<file path="src/rtl/gdg_pkg.sv">
package gdg_pkg;
  localparam int unsigned PHASES_DEF  = 3;
  localparam int unsigned DT_W_DEF    = 9;
  localparam int unsigned DT_MIN_DEF  = 20;
  localparam int unsigned DT_MAX_DEF  = 200;
  localparam int unsigned FILT_LEN_DEF = 7;

  typedef enum logic [1:0] {
    GATE_OFF = 2'b00,
    GATE_HI  = 2'b01,
    GATE_LO  = 2'b10
  } gate_state_e;
endpackage

</file>
<file path="src/rtl/gdg_glitch_filter.sv">
module gdg_glitch_filter #(
  parameter int unsigned WIDTH = 3,
  parameter int unsigned LEN   = 7
) (
  input  logic             clk_i,
  input  logic             rst_ni,
  input  logic [WIDTH-1:0] raw_i,
  output logic [WIDTH-1:0] flt_o
);
  localparam int unsigned CW = (LEN > 1) ? $clog2(LEN) : 1;
  localparam logic [CW-1:0] LAST = CW'(LEN - 1);

  for (genvar g = 0; g < WIDTH; g++) begin : g_bit
    logic [CW-1:0] cnt_q;
    logic          lvl_q;

    always_ff @(posedge clk_i or negedge rst_ni) begin
      if (!rst_ni) begin
        cnt_q <= '0;
        lvl_q <= 1'b0;
      end else if (raw_i[g] == lvl_q) begin
        cnt_q <= '0;
      end else if (cnt_q == LAST) begin
        // new level held LEN sampled edges
        cnt_q <= '0;
        lvl_q <= raw_i[g];
      end else begin
        cnt_q <= cnt_q + 1'b1;
      end
    end

    assign flt_o[g] = lvl_q;
  end
endmodule

</file>
<file path="src/rtl/gdg_dt_select.sv">
module gdg_dt_select #(
  parameter int unsigned DT_W   = 9,
  parameter int unsigned DT_MIN = 20,
  parameter int unsigned DT_MAX = 200
) (
  input  logic            use_i,
  input  logic [DT_W-1:0] set_i,
  output logic [DT_W-1:0] dt_o
);
  localparam logic [DT_W-1:0] LO = DT_W'(DT_MIN);
  localparam logic [DT_W-1:0] HI = DT_W'(DT_MAX);

  always_comb begin
    if (!use_i)          dt_o = LO;
    else if (set_i < LO) dt_o = LO;
    else if (set_i > HI) dt_o = HI;
    else                 dt_o = set_i;
  end
endmodule

</file>
<file path="src/rtl/gdg_phase.sv">
module gdg_phase
  import gdg_pkg::*;
#(
  parameter int unsigned DT_W = 9
) (
  input  logic            clk_i,
  input  logic            rst_ni,
  input  logic            hi_req_i,
  input  logic            lo_req_i,
  input  logic [DT_W-1:0] dt_i,
  output logic            hi_o,
  output logic            lo_o
);
  gate_state_e     st_q;
  logic [DT_W-1:0] cnt_q;
  logic            clash;
  logic            dt_done;

  assign clash   = hi_req_i & lo_req_i;
  assign dt_done = (cnt_q >= dt_i);

  always_ff @(posedge clk_i or negedge rst_ni) begin
    if (!rst_ni) begin
      st_q  <= GATE_OFF;
      cnt_q <= '0;
    end else begin
      unique case (st_q)
        GATE_HI: if (clash || !hi_req_i) begin
          st_q  <= GATE_OFF;
          cnt_q <= DT_W'(1);
        end
        GATE_LO: if (clash || !lo_req_i) begin
          st_q  <= GATE_OFF;
          cnt_q <= DT_W'(1);
        end
        default: begin
          if (!dt_done) cnt_q <= cnt_q + 1'b1;
          else if (hi_req_i && !lo_req_i) st_q <= GATE_HI;
          else if (lo_req_i && !hi_req_i) st_q <= GATE_LO;
        end
      endcase
    end
  end

  assign hi_o = (st_q == GATE_HI);
  assign lo_o = (st_q == GATE_LO);
endmodule

</file>
<file path="src/rtl/gdg_top.sv">
module gdg_top
  import gdg_pkg::*;
#(
  parameter int unsigned NUM_PH   = PHASES_DEF,
  parameter int unsigned DT_W     = DT_W_DEF,
  parameter int unsigned DT_MIN   = DT_MIN_DEF,
  parameter int unsigned DT_MAX   = DT_MAX_DEF,
  parameter int unsigned FILT_LEN = FILT_LEN_DEF
) (
  input  logic              clk_i,
  input  logic              rst_ni,
  input  logic [NUM_PH-1:0] hi_cmd_i,
  input  logic [NUM_PH-1:0] lo_cmd_i,
  input  logic              lo_inv_i,
  input  logic              dt_use_i,
  input  logic [DT_W-1:0]   dt_set_i,
  output logic [NUM_PH-1:0] hi_gate_o,
  output logic [NUM_PH-1:0] lo_gate_o
);
  logic [NUM_PH-1:0] lo_act;
  logic [NUM_PH-1:0] hi_flt;
  logic [NUM_PH-1:0] lo_flt;
  logic [DT_W-1:0]   dt_eff;

  // polarity folded in ahead of the filter so a mode flip is filtered too
  assign lo_act = lo_cmd_i ^ {NUM_PH{lo_inv_i}};

  gdg_dt_select #(.DT_W(DT_W), .DT_MIN(DT_MIN), .DT_MAX(DT_MAX)) u_dt (
    .use_i (dt_use_i),
    .set_i (dt_set_i),
    .dt_o  (dt_eff)
  );

  gdg_glitch_filter #(.WIDTH(NUM_PH), .LEN(FILT_LEN)) u_flt_hi (
    .clk_i  (clk_i),
    .rst_ni (rst_ni),
    .raw_i  (hi_cmd_i),
    .flt_o  (hi_flt)
  );

  gdg_glitch_filter #(.WIDTH(NUM_PH), .LEN(FILT_LEN)) u_flt_lo (
    .clk_i  (clk_i),
    .rst_ni (rst_ni),
    .raw_i  (lo_act),
    .flt_o  (lo_flt)
  );

  for (genvar p = 0; p < NUM_PH; p++) begin : g_ph
    gdg_phase #(.DT_W(DT_W)) u_ph (
      .clk_i    (clk_i),
      .rst_ni   (rst_ni),
      .hi_req_i (hi_flt[p]),
      .lo_req_i (lo_flt[p]),
      .dt_i     (dt_eff),
      .hi_o     (hi_gate_o[p]),
      .lo_o     (lo_gate_o[p])
    );
  end
endmodule

</file>
<file path="config.mk">
export PLATFORM = sky130hd
export DESIGN_NAME = gdg_top
export DESIGN_NICKNAME = d
export VERILOG_FILES = /design/src/rtl/gdg_pkg.sv /design/src/rtl/gdg_glitch_filter.sv /design/src/rtl/gdg_dt_select.sv /design/src/rtl/gdg_phase.sv /design/src/rtl/gdg_top.sv
export SDC_FILE = /design/constraint.sdc
export NUM_CORES = 1
export LEC_CHECK = 0
export BUFFER_PORTS_ARGS = -buffer_cell sky130_fd_sc_hd__buf_2
export CORE_UTILIZATION = 45
export DETAILED_ROUTE_END_ITERATION = 12
export HOLD_SLACK_MARGIN = 0.06
export SLEW_MARGIN = 40
export SYNTH_ARGS = -nofsm -noshare
export SYNTH_HDL_FRONTEND = slang
export SYNTH_HIERARCHICAL = 1
export SYNTH_SLANG_ARGS = --single-unit
</file>
<file path="constraint.sdc">
create_clock -name clk_i -period 3.45 [get_ports clk_i]
set_clock_uncertainty 0.15 [all_clocks]
set_input_delay 0.69 -clock clk_i [delete_from_list [all_inputs] [get_ports clk_i]]
set_output_delay 0.69 -clock clk_i [all_outputs]
set_load 0.005 [all_outputs]
</file>
==> impl_metrics.env <==
export IMPL_layout_drive_gt1_share_pct=12.7
export IMPL_antenna_found_initial=0
export IMPL_antenna_left=0
export IMPL_placed_area_um2=4330
export IMPL_cts_tree="done"
export IMPL_numCtsBuffers=9
export IMPL_grt_pass1_vias=3151
export IMPL_chipHeight_um=97.7
export IMPL_synthTopCellsByArea="dfrtp_1 (35%), ha_1 (14%), a21oi_1 (4.1%)"
export IMPL_clock_sinks=57
export IMPL_grt_usage_pct=19.2
export IMPL_place_congestion=0.852
export IMPL_finalSetupTns_ns=0
export IMPL_finalPower_mw=3.40
export IMPL_holdCritPathClass="in -> async"
export IMPL_tightest_slew_ns=0.584
export IMPL_synth_async_sr_flop_share_pct=100
export IMPL_synth_ff_type="dfrtp_1"
export IMPL_period_minus_slack_ns=3.03
export IMPL_die_area_um2=9550
export IMPL_start_util_pct=46.8
export IMPL_slew_viol_final=0
export IMPL_synth_warnings=6
export IMPL_vias=3399
export IMPL_p_leak_nw=2.13
export IMPL_ioPinCount=25
export IMPL_post_synth_instance_area_um2=4120
export IMPL_violations="design-rule violations"
export IMPL_synth_edf_count=0
export IMPL_critPathLaunchType="input port"
export IMPL_cp_cell_sequence="buf_2 -> nor4_2 -> a21boi_2 -> a21bo_1 -> inv_1 -> ha_1 -> a21oi_1 -> o21ai_1 -> a211o_1 -> o311a_1 -> a221o_1"
export IMPL_num_antenna_cells=0
export IMPL_hold_ws_ns=0.0975
export IMPL_netlist_instances=451
export IMPL_rows=34
export IMPL_clkSlewWorstSetupHoldPaths_ns=0.07
export IMPL_port_buffers=24
export IMPL_cts_resized=0
export IMPL_ys_types=47
export IMPL_r2r_end="g_ph[0].u_ph/cnt_q[8]"
export IMPL_die_w_um=97.7
export IMPL_r2r_cells=6
export IMPL_vias_per_cell=5.78
export IMPL_cts_hold_buf=0
export IMPL_yosysTopAreaCellShare_pct=34.6
export IMPL_p_per_area_nw_per_um2=756
export IMPL_ys_seq_area_share_pct=34.6
export IMPL_fin_crit_sh_pct=87.7
export IMPL_ir_worst_vdd_mv=0.390
export IMPL_clockBufferDepth=2
export IMPL_r2r_start="g_ph[0].u_ph/cnt_q[2]"
export IMPL_clk_latency_ns=0.34
export IMPL_status="complete, but fails checks"
export IMPL_grt_max_degree=29
export IMPL_crit_required_ns=3.53
export IMPL_reg2reg_slack_ns=1.12
export IMPL_cp_end_kind="flip-flop"
export IMPL_arrival_ns=3.10
export IMPL_ys_ff_latch=57
export IMPL_layout_nets=539
export IMPL_grt_pass1_wl_um=14600
export IMPL_fill_cells=856
export IMPL_dpl_hpwl_um=6250
export IMPL_cp_slowest_stage_delay_ns=0.37
export IMPL_synth_area_per_cell_um2=9.14
export IMPL_drt_wirelength_per_cell_um=14.5
export IMPL_final_cells=588
export IMPL_setup_viol=0
export IMPL_core_um2=8810
export IMPL_drt_first_pass_iters=9
export IMPL_htreeDepth=3
export IMPL_yosys_area_top_type="dfrtp_1"
export IMPL_dp_cells=572
export IMPL_drt_iter0_markers=162
export IMPL_grt_overflow_total=0
export IMPL_path_max_fanout=6
export IMPL_synthToLayoutAreaGrowth_pct=9.23
export IMPL_synth_nets=515
export IMPL_drcViolationCount=2
export IMPL_finalInstanceArea_um2=4500
export IMPL_postCtsSetupBuffers=0
export IMPL_max_freq_ghz=0.331
export IMPL_drt_total_wl_um=8560
export IMPL_yosysMostFrequentCell="dfrtp_1"
export IMPL_slowest_stage="o311a_1"
export IMPL_crit_type="in -> reg"
export IMPL_synth_common_cells="dfrtp_1 (57), ha_1 (45), inv_1 (39)"
export IMPL_relSlewSlack_pct=61.1
export IMPL_finalHoldViolations=0
export IMPL_cts_root_buffer="clkbuf_8"
export IMPL_max_cap_viol_count=0
export IMPL_rsz0062_at_grt="no"
[registers in the layout, indices dropped and copies added, names as in the netlist]
name	flops
g_ph.u_ph/cnt_q	27
u_flt_hi/g_bit.cnt_q	9
u_flt_lo/g_bit.cnt_q	9
g_ph.u_ph/st_q	6
u_flt_hi/g_bit.lvl_q	3
u_flt_lo/g_bit.lvl_q	3
[report_power, final]
part	switching, mW	leakage, nW	internal, mW
sequential	0.328	0.740	0.920
combinational	0.879	1.30	0.705
clock	0.274	0.0932	0.297
[per-stage QoR]
| stage | utilization (%) | setup WS, ns |
|---|---|---|
| after global routing | 51.1 | 0.297 |
| after floorplan | - | 0.440 |
| after detailed placement | 49.1 | 0.111 |
| final | 51.1 | 0.425 |
| after global placement | 49.1 | 0.204 |
| after CTS | 51.1 | 0.467 |
[logic make-up after synthesis]
kind of cell,Yosys count,synth area share (%)
xor gates and xnor gates,9,1.91
muxes,9,2.37
AOI/OAI and AO/OA,132,21.8
and+or+nand+nor,143,19.9
DFF,57,34.6
other,1,0.0910
adders and majority gates,45,13.7
buffers and inverters,55,5.65
[area by class of cell]
class                   count  area [um^2]  area share, %
clock inverters             3         15.0          0.334
repair buffers             29          158           3.50
flip-flops and latches     57         1430           31.7
multi-input cells         339         2460           54.7
inverters                  39          146           3.25
well taps                 108          135           3.00
clock buffers              13          159           3.53
[worst max-delay path by stage]
stage / from / endpoint / slack (ns)
global route: dt_set_i[5] / g_ph[0].u_ph/cnt_q[8] / 0.30
detailed placement: dt_set_i[5] / g_ph[0].u_ph/cnt_q[8] / 0.11
finish: dt_set_i[5] / g_ph[0].u_ph/cnt_q[8] / 0.42
CTS: dt_set_i[5] / g_ph[0].u_ph/cnt_q[8] / 0.47
floorplan: dt_set_i[5] / g_ph[0].u_ph/cnt_q[8] / 0.44
global placement: dt_set_i[5] / g_ph[0].u_ph/cnt_q[8] / 0.20
[cell usage in the layout (no fill, tap or decap), drive strengths merged, types with 5 or more instances in the layout]
cell type / netlist / layout
xnor2: 6 / 6
dfrtp: 57 / 57
buf: 7 / 29
clkbuf: 9 / 13
a21oi: 37 / 37
a31oi: 15 / 15
o211ai: 7 / 7
a22oi: 6 / 6
nand2: 29 / 29
ha: 45 / 45
a211oi: 9 / 9
o311ai: 6 / 6
or3b: 6 / 6
nor3: 12 / 12
nand2b: 15 / 15
o21ai: 25 / 25
and3: 12 / 12
mux2: 6 / 6
nand3b: 18 / 18
a21boi: 5 / 5
inv: 39 / 39
nor2: 14 / 14
nand3: 18 / 18
[critical path: cells and delay by family]
family,cells,cell delay (ns)
AOI/OAI and AO/OA,7,1.62
adders and majority gates,1,0.31
and+or+nand+nor,1,0.31
buffers and inverters,2,0.17
[routing by layer]
metal | part of all wire, % | track usage, %
met3 | 3.8 | 2.88
met1 | 50 | 25.8
met4 | 0.96 | 9.56
met2 | 45 | 30.4
met5 | 0 | 0
(Power assumes the default switching activity.)
